===== config.mk =====
export PLATFORM = sky130hd
export DESIGN_NAME = sync_serial_rx
export DESIGN_NICKNAME = d
export VERILOG_FILES = /design/src/rtl/srx_pkg.sv /design/src/rtl/srx_rst_sync.sv /design/src/rtl/srx_edge_sync.sv /design/src/rtl/srx_shifter.sv /design/src/rtl/srx_status.sv /design/src/rtl/sync_serial_rx.sv
export SDC_FILE = /design/constraint.sdc
export NUM_CORES = 1
export LEC_CHECK = 0
export BUFFER_PORTS_ARGS = -buffer_cell sky130_fd_sc_hd__buf_2
export CAP_MARGIN = 20
export CELL_PAD_IN_SITES_DETAIL_PLACEMENT = 2
export CELL_PAD_IN_SITES_GLOBAL_PLACEMENT = 2
export CORE_MARGIN = 1.5
export CORE_UTILIZATION = 23
export CTS_CLUSTER_SIZE = 30
export DETAILED_ROUTE_END_ITERATION = 7
export PLACE_DENSITY_LB_ADDON = 0.1
export SLEW_MARGIN = 20
export SYNTH_ARGS = -nofsm -noshare
export SYNTH_HDL_FRONTEND = slang
export SYNTH_SLANG_ARGS = --single-unit

===== constraint.sdc =====
create_clock -name clk -period 1.4 [get_ports clk]
set_input_delay 0.28 -clock clk [delete_from_list [all_inputs] [get_ports clk]]
set_output_delay 0.28 -clock clk [all_outputs]
set_load 0.02 [all_outputs]

===== src/rtl/srx_pkg.sv =====
package srx_pkg;
  parameter int unsigned SRX_BITS = 8;
  parameter int unsigned SRX_SYNC = 2;

  typedef struct packed {
    logic par;
    logic frm;
    logic ovr;
  } srx_err_t;
endpackage


===== src/rtl/srx_rst_sync.sv =====
module srx_rst_sync #(
  parameter int unsigned STAGES = 2
) (
  input  logic clk,
  input  logic rst_n,
  output logic rst_sync_n
);
  logic [STAGES-1:0] chain_q;

  always_ff @(posedge clk or negedge rst_n) begin
    if (!rst_n) chain_q <= '0;
    else        chain_q <= {chain_q[STAGES-2:0], 1'b1};
  end

  assign rst_sync_n = chain_q[STAGES-1];
endmodule


===== src/rtl/srx_edge_sync.sv =====
module srx_edge_sync #(
  parameter int unsigned STAGES = 2
) (
  input  logic clk,
  input  logic rst_ni,
  input  logic ser_clk,
  input  logic ser_data,
  output logic sclk_rise,
  output logic sdata
);
  logic [STAGES-1:0] clk_q, dat_q;
  logic              clk_prev_q;

  genvar g;
  generate
    for (g = 0; g < STAGES; g++) begin : g_stage
      if (g == 0) begin : g_first
        always_ff @(posedge clk or negedge rst_ni) begin
          if (!rst_ni) begin
            clk_q[g] <= 1'b0;
            dat_q[g] <= 1'b0;
          end else begin
            clk_q[g] <= ser_clk;
            dat_q[g] <= ser_data;
          end
        end
      end else begin : g_next
        always_ff @(posedge clk or negedge rst_ni) begin
          if (!rst_ni) begin
            clk_q[g] <= 1'b0;
            dat_q[g] <= 1'b0;
          end else begin
            clk_q[g] <= clk_q[g-1];
            dat_q[g] <= dat_q[g-1];
          end
        end
      end
    end
  endgenerate

  always_ff @(posedge clk or negedge rst_ni) begin
    if (!rst_ni) clk_prev_q <= 1'b0;
    else         clk_prev_q <= clk_q[STAGES-1];
  end

  assign sclk_rise = clk_q[STAGES-1] & ~clk_prev_q;
  assign sdata     = dat_q[STAGES-1];

  // a synchronized edge is a single-cycle event
  assert_edge_single_R2: assert property (@(posedge clk) disable iff (!rst_ni)
    sclk_rise |=> !sclk_rise);
endmodule


===== src/rtl/srx_shifter.sv =====
module srx_shifter #(
  parameter int unsigned DATA_W = 8
) (
  input  logic              clk,
  input  logic              rst_ni,
  input  logic              rx_en,
  input  logic              blocked,
  input  logic              sclk_rise,
  input  logic              sdata,
  output logic              frame_done,
  output logic [DATA_W-1:0] frame_byte
);
  localparam int unsigned CNT_W = $clog2(DATA_W);
  localparam logic [CNT_W-1:0] LAST = CNT_W'(DATA_W - 1);

  logic [CNT_W-1:0]  cnt_q, cnt_d;
  logic [DATA_W-1:0] sh_q, sh_d;
  logic              run, take;

  assign run        = rx_en & ~blocked;
  assign take       = run & sclk_rise;
  assign frame_byte = {sdata, sh_q[DATA_W-1:1]};
  assign frame_done = take & (cnt_q == LAST);

  always_comb begin
    cnt_d = cnt_q;
    sh_d  = sh_q;
    if (!run) begin
      cnt_d = '0;
      sh_d  = '0;
    end else if (take) begin
      sh_d  = frame_byte;
      cnt_d = frame_done ? '0 : cnt_q + 1'b1;
    end
  end

  always_ff @(posedge clk or negedge rst_ni) begin
    if (!rst_ni) begin
      cnt_q <= '0;
      sh_q  <= '0;
    end else begin
      cnt_q <= cnt_d;
      sh_q  <= sh_d;
    end
  end

  // disabling reception returns the bit count to zero
  assert_cnt_cleared_R9: assert property (@(posedge clk) disable iff (!rst_ni)
    !rx_en |=> cnt_q == '0);
endmodule


===== src/rtl/srx_status.sv =====
module srx_status #(
  parameter int unsigned DATA_W = 8
) (
  input  logic              clk,
  input  logic              rst_ni,
  input  logic              frame_done,
  input  logic [DATA_W-1:0] frame_byte,
  input  logic              frm_err_i,
  input  logic              par_err_i,
  input  logic              clr_full,
  input  logic              clr_ovr,
  output logic              blocked,
  output logic              full_q,
  output logic              ovr_q,
  output logic [DATA_W-1:0] data_q
);
  import srx_pkg::*;

  srx_err_t          err;
  logic              err_any, halt_q, halt_d, full_d, ovr_d;
  logic [DATA_W-1:0] data_d;

  assign err     = '{par: par_err_i, frm: frm_err_i, ovr: ovr_q};
  assign err_any = |err;
  assign blocked = err_any | (halt_q & full_q);

  always_comb begin
    full_d = full_q;
    ovr_d  = ovr_q;
    data_d = data_q;
    if (clr_full) full_d = 1'b0;
    if (clr_ovr)  ovr_d  = 1'b0;
    if (frame_done) begin
      if (full_q) begin
        ovr_d = 1'b1;
      end else begin
        full_d = 1'b1;
        data_d = frame_byte;
      end
    end
    halt_d = err_any | (halt_q & full_q);
  end

  always_ff @(posedge clk or negedge rst_ni) begin
    if (!rst_ni) begin
      full_q <= 1'b0;
      ovr_q  <= 1'b0;
      halt_q <= 1'b0;
      data_q <= '0;
    end else begin
      full_q <= full_d;
      ovr_q  <= ovr_d;
      halt_q <= halt_d;
      data_q <= data_d;
    end
  end

  // an overrun leaves the buffered byte and the full flag in place
  assert_ovr_keeps_byte_R3: assert property (@(posedge clk) disable iff (!rst_ni)
    $rose(ovr_q) |-> $stable(data_q) && full_q);
  // the full flag rises only after a completed frame
  assert_full_after_frame_R2: assert property (@(posedge clk) disable iff (!rst_ni)
    $rose(full_q) |-> $past(frame_done));
endmodule


===== src/rtl/sync_serial_rx.sv =====
module sync_serial_rx #(
  parameter int unsigned DATA_W      = srx_pkg::SRX_BITS,
  parameter int unsigned SYNC_STAGES = srx_pkg::SRX_SYNC
) (
  input  logic              clk,
  input  logic              rst_n,
  input  logic              rx_en,
  input  logic              rx_ie,
  input  logic              ser_clk,
  input  logic              ser_data,
  input  logic              frm_err_i,
  input  logic              par_err_i,
  input  logic              clr_full,
  input  logic              clr_ovr,
  output logic [DATA_W-1:0] rx_data,
  output logic              full_flag,
  output logic              ovr_flag,
  output logic              rxi_irq,
  output logic              eri_irq
);
  logic              rst_ni, sclk_rise, sdata, blocked, frame_done;
  logic [DATA_W-1:0] frame_byte;

  srx_rst_sync #(.STAGES(SYNC_STAGES)) u_rst (
    .clk(clk), .rst_n(rst_n), .rst_sync_n(rst_ni));

  srx_edge_sync #(.STAGES(SYNC_STAGES)) u_sync (
    .clk(clk), .rst_ni(rst_ni), .ser_clk(ser_clk), .ser_data(ser_data),
    .sclk_rise(sclk_rise), .sdata(sdata));

  srx_shifter #(.DATA_W(DATA_W)) u_shift (
    .clk(clk), .rst_ni(rst_ni), .rx_en(rx_en), .blocked(blocked),
    .sclk_rise(sclk_rise), .sdata(sdata),
    .frame_done(frame_done), .frame_byte(frame_byte));

  srx_status #(.DATA_W(DATA_W)) u_stat (
    .clk(clk), .rst_ni(rst_ni), .frame_done(frame_done), .frame_byte(frame_byte),
    .frm_err_i(frm_err_i), .par_err_i(par_err_i),
    .clr_full(clr_full), .clr_ovr(clr_ovr),
    .blocked(blocked), .full_q(full_flag), .ovr_q(ovr_flag), .data_q(rx_data));

  assign rxi_irq = full_flag & rx_ie & ~ovr_flag;
  assign eri_irq = rx_ie & (ovr_flag | frm_err_i | par_err_i);

  // no frame completes while reception is stalled
  assert_no_frame_when_stalled_R4: assert property (@(posedge clk) disable iff (!rst_ni)
    ovr_flag |-> !frame_done);
  // an error input stops frame completion
  assert_err_in_blocks_R5: assert property (@(posedge clk) disable iff (!rst_ni)
    (frm_err_i || par_err_i) |-> !frame_done);
endmodule


* Yosys cells after proc, flatten, opt, wreduce, memory -nomap -nowiden
Index checks and enable logic that the tools add are counted.
** Storage, ports and cells
- Bits in registers :: 29
- Output and inout port bits :: 12
** Operators by class
- Reduce and logical (&&, ||, !) cells :: 2
- Add/subtract/negate cells :: 1
- Eq/ne operators :: 2
- Bitwise gates (word level) :: 15
- Mux-type cells :: 11
** Operators with widths (count)
- two-way mux 8 bit :: 2
- two-way mux 3 bit :: 3
- bitwise AND 1 bit :: 8
- two-way mux 1 bit :: 6
- NOT 1 bit :: 4
- adder 3 x 1 -> 3 bit, second input constant :: 1
- equality test 3 bit, second input constant :: 1
- OR 1 bit :: 3
- OR reduction 3 bit :: 1
- != test 2 bit, second input constant :: 1
- AND reduction 2 bit :: 1

* Depth between registers and ports, before layout
- Depth after elaboration :: 9
- Gate-level depth with buffers :: 6
- Gate-level depth less buffers :: 5

* By module
From an unflattened synthesis, not the netlist that was laid out.
** Unflattened totals
- Cell total of the unflattened synthesis :: 78
- Area, all modules :: 1116.1 um^2
** Modules (own cells, without submodules)
- srx_shifter :: instances 1, area each 457.9 um^2, cells each 40
- srx_status :: instances 1, area each 447.9 um^2, cells each 27
- srx_edge_sync :: instances 1, area each 138.9 um^2, cells each 6
- srx_rst_sync :: instances 1, area each 53.8 um^2, cells each 3
- sync_serial_rx :: instances 1, area each 17.5 um^2, cells each 2

* Least setup slack after synthesis
No wires, ideal clock.
- Path type :: register to register
- From :: reg u_shift.cnt_q[0]
- To :: reg u_stat.data_q[0]
- Setup slack :: -0.280 ns
- Required time :: 1.275 ns
- Cell stages (with the launch flop) :: 7
- Setup time :: 0.125 ns
- Clock period less this slack :: 1.680 ns
- Arrival time :: 1.555 ns
- Path through :: dfrtp_1 -> ha_1 -> ha_1 -> and3b_1 -> and4b_1 -> buf_6 -> mux2_4
** Between the ends
- Word-level cells in the longest chain between the ends :: 3
** RTL lines
- start, declared :: RTL line srx_shifter.sv:16 : logic [CNT_W-1:0] cnt_q, cnt_d;
- start signal, assigned :: RTL line srx_shifter.sv:42 : cnt_q <= cnt_d;
- equality test 3 bit :: RTL line srx_shifter.sv:23 : assign frame_done = take & (cnt_q == LAST);
- bitwise AND 1 bit :: RTL line srx_shifter.sv:23
- AND reduction 2 bit (no line)
- end signal, assigned :: RTL line srx_status.sv:54 : data_q <= data_d;
- end, declared :: RTL line srx_status.sv:15 : output logic [DATA_W-1:0] data_q
Every way passes these cells.
A chain may end at the register's enable or synchronous reset.

* Worst setup path after layout
- From :: reg u_shift.cnt_q[0]
- To :: reg u_stat.data_q[6]
The elaborated chain is that of the path after synthesis.

==> key figures <==
Timing
  – Max-slew violations: 0
  – Min Hold Slack: 109.1 ps
  – RSZ-0062 raised after global routing: true
  – Period minus WS final: 1666 ps
  – Hold Vio Cnt, Final: 0
  – Fin Clk Skew: 4.949 ps
  – Final period utilization: 1.190
  – Final setup violation count: 12
  – Final WS setup: -266.1 ps
  – Setup_tns: -2452 ps
  – Max Fclk: 0.6002 GHz

Global routing
  – Vias in the first global route: 924
  – Largest net degree at the start of global routing: 17
  – First-pass GRT wire length: 4436 um
  – GRT Residual Overflow: 0
  – Global router's overall resource usage: 0.1120
  – Initial antenna violation count: 0

Clocking
  – CTS tree: done
  – Root buf cell: clkbuf_8
  – H-tree levels: 1
  – CTS Sinks: 28
  – Clk_lat worst skew: 270 ps
  – Clock transition at path regs: 90 ps
  – Clock Tree Buf Depth: 2
  – Total CTS buffers: 3

Yosys
  – Average size of a mapped cell: 12.64 um2
  – EDFF count, synth: 0
  – Synth top area cells: dfrtp_1 63%, mux2_4 11%, nand2_1 6.7%
  – Top-area cell type share of the netlist area: 0.6299
  – Asr flop ratio synth: 1.000
  – Synth warn: 0
  – Top cells by instance count after synthesis: 28 x dfrtp_1, 20 x nand2_1, 10 x a21oi_1
  – Yosys reg bits: 28
  – Yosys cell types: 21
  – Most common flop cell mapped by yosys: dfrtp_1
  – Syn_nets: 100
  – Area leader, netlist: dfrtp_1
  – Mapped cell area: 1112 um2
  – Count leader, synth: dfrtp_1
  – Sequential share of the synthesized area: 0.6299
  – Cells after Synth: 88

Critical path
  – CP delay by family, top: flip-flops
  – Setup CP Type: flop to flop
  – FF-to-FF setup slack: -270 ps
  – Cells along the critical path: ha_2 > ha_4 > and3b_1 > and4b_2 > buf_12 > mux2_4
  – Buf/Inv on CP: 1
  – Setup crit end kind: flop
  – Worst path required time: 1560 ps
  – Reg-to-reg endpoint: u_stat.data_q[6]$_DFFE_PN0P_
  – CP max stage cell: dfrtp_1
  – Reg2Reg Depth: 6
  – Critical Path AT: 1830 ps
  – FF-to-FF Start: u_shift.cnt_q[0]$_DFFE_PN0P_
  – Peak per-stage delay on the critical path: 390 ps
  – CP startpoint kind: flop
  – Worst-path fanout max: 7

Pwr
  – Pwr/cell area: 903.8 nW/um2
  – Leak Pwr: 0.7146 nW
  – Clock share of power: 0.321
  – Int Pwr: 1.050 mW
  – Gate power share: 0.064
  – VDD IR max: 0.2987 mV
  – Sw Ratio: 0.2174
  – Sequential share of power: 0.615
  – Psw: 0.2918 mW

Placed design
  – Placed cell areas: 1388 um2
  – Pre-CTS setup slack: -266.0 ps
  – GPL Wtd Cong: 0.7257
  – Port Buffers: 21
  – Detailed placer's ending HPWL: 1898 um

Routing
  – Routed wire length per instance: 14.55 um
  – Routed vias/inst: 4.320
  – WL final: 2590 um
  – Initial drt markers: 18
  – Drt pass-1 iters: 3
  – Vias post-DR: 769
  – Drt drc: 0
  – Detail Route Antenna Nets: 0

Floorplan
  – Placeable core area: 4692 um2
  – Initial Util: 0.2371
  – Area of the die: 5262 um2
  – Ports: 22
  – Die width: 72.54 um
  – # rows: 25
  – Die Y: 72.54 um

Finish
  – Design area: 1485 um2
  – Antenna Cells: 0
  – Area grow syn2layout: 33.52%
  – Nets: 138
  – Share of post-route cells with drive strength above 1: 0.4597
  – Storage cell area: 700.7 um2
  – Fillers: 523
  – Final core occ: 0.3165
  – Multi-input gate area: 411.6 um2

Run
  – Max-Cap Viols: 0

Worst hold path
  – Hold Path End: u_sync.dat_q[0]$_DFF_PN0_
  – Cell depth of the worst hold path: 1
  – Hold Startpoint: ser_data
  – Worst Hold Class: input port to flop

Run status
  – Failing checks: negative setup slack
  – Outcome: complete, but fails checks
-- metal layers --
metal,wire (um),global-route usage
met1,1146,0.1375
met2,1324,0.1947
met3,82,0.01528
met4,36,0.05031
met5,0,0
-- registers in the layout, indices dropped and copies added, names as in the netlist --
name	cells
u_stat.ovr_q	1
u_shift.cnt_q	3
u_stat.data_q	8
u_shift.sh_q	7
u_sync.clk_q	2
u_sync.dat_q	1
u_sync.sdata	1
u_stat.full_q	1
u_sync.clk_prev_q	1
u_rst.chain_q	2
u_stat.halt_q	1
-- power groups by stage --
stage	sequential, mW	combinational [mW]	clock [mW]
floorplan	0.851	0.0238	0
global placement	0.842	0.0803	0
detailed placement	0.842	0.0814	0
CTS	0.826	0.0856	0.462
global route	0.828	0.0964	0.494
finish	0.826	0.0854	0.431
-- final cells by class --
class                           count  area share
Tap cell                           54     0.04549
Clock buffer                        3     0.02780
Inverter                            2    0.006740
Sequential cell                    28      0.4718
Multi-Input combinational cell     54      0.2772
Timing Repair Buffer               37      0.1710
-- cells by family after synthesis --
family | synth area share
flops | 0.6299
fa+ha+maj | 0.02249
buf+inv | 0.02700
other cells | 0.003371
compound gates | 0.06075
mux | 0.1080
simple gates | 0.1485
-- layout by cell type (no fill, tap or decap) --
| cell type | synthesis | final |
|---|---|---|
| o32ai_1 | 1 | 1 |
| inv_1 | 2 | 1 |
| a21o_2 | 1 | 1 |
| mux2_4 | 8 | 8 |
| dlygate4sd3_1 | 0 | 1 |
| buf_6 | 1 | 3 |
| and2b_1 | 1 | 1 |
| conb_1 | 1 | 1 |
| buf_4 | 0 | 12 |
| and2b_2 | 1 | 1 |
| and4b_2 | 0 | 1 |
| nand3_1 | 1 | 1 |
| nand2b_1 | 1 | 1 |
| a21oi_1 | 10 | 9 |
| nand3b_1 | 2 | 2 |
| and3_4 | 0 | 1 |
| a21oi_2 | 0 | 1 |
| or3_4 | 0 | 1 |
| nand2_1 | 20 | 20 |
| ha_2 | 0 | 1 |
| buf_12 | 0 | 1 |
| nor3_4 | 1 | 1 |
| clkbuf_8 | 0 | 3 |
| and3b_1 | 1 | 1 |
| inv_4 | 0 | 1 |
| ha_4 | 0 | 1 |
| buf_2 | 0 | 20 |
| dfrtp_1 | 28 | 28 |
-- timing repair --
action | in CTS | in global routing
buffers inserted | 2 | 2
endpoints found under the setup margin | 12 | 12
pin swaps | 5 | 2
endpoints found under the hold margin | 2 | 0
gates resized for setup | 6 | 4
hold buffers | 1 | 0
-- metrics by stage --
stage | cells | power (mW)
floorplan | 88 | 0.8747
global placement | 172 | 0.9222
detailed placement | 172 | 0.9236
CTS | 177 | 1.373
global route | 178 | 1.418
finish | 178 | 1.342
-- worst max path at each step --
stage                                       startpoint                            to  slack (ps)  cells after the start
after floorplan           u_shift.cnt_q[1]$_DFFE_PN0P_  u_stat.data_q[0]$_DFFE_PN0P_        -180                      6
after global placement    u_shift.cnt_q[1]$_DFFE_PN0P_  u_stat.data_q[3]$_DFFE_PN0P_        -250                      6
after detailed placement  u_shift.cnt_q[1]$_DFFE_PN0P_  u_stat.data_q[6]$_DFFE_PN0P_        -270                      6
after CTS                 u_shift.cnt_q[0]$_DFFE_PN0P_  u_stat.data_q[6]$_DFFE_PN0P_        -280                      6
after global routing      u_shift.cnt_q[0]$_DFFE_PN0P_  u_stat.data_q[4]$_DFFE_PN0P_        -320                      6
final                     u_shift.cnt_q[0]$_DFFE_PN0P_  u_stat.data_q[6]$_DFFE_PN0P_        -270                      6
No activity file was read; power rests on OpenSTA's default activity.
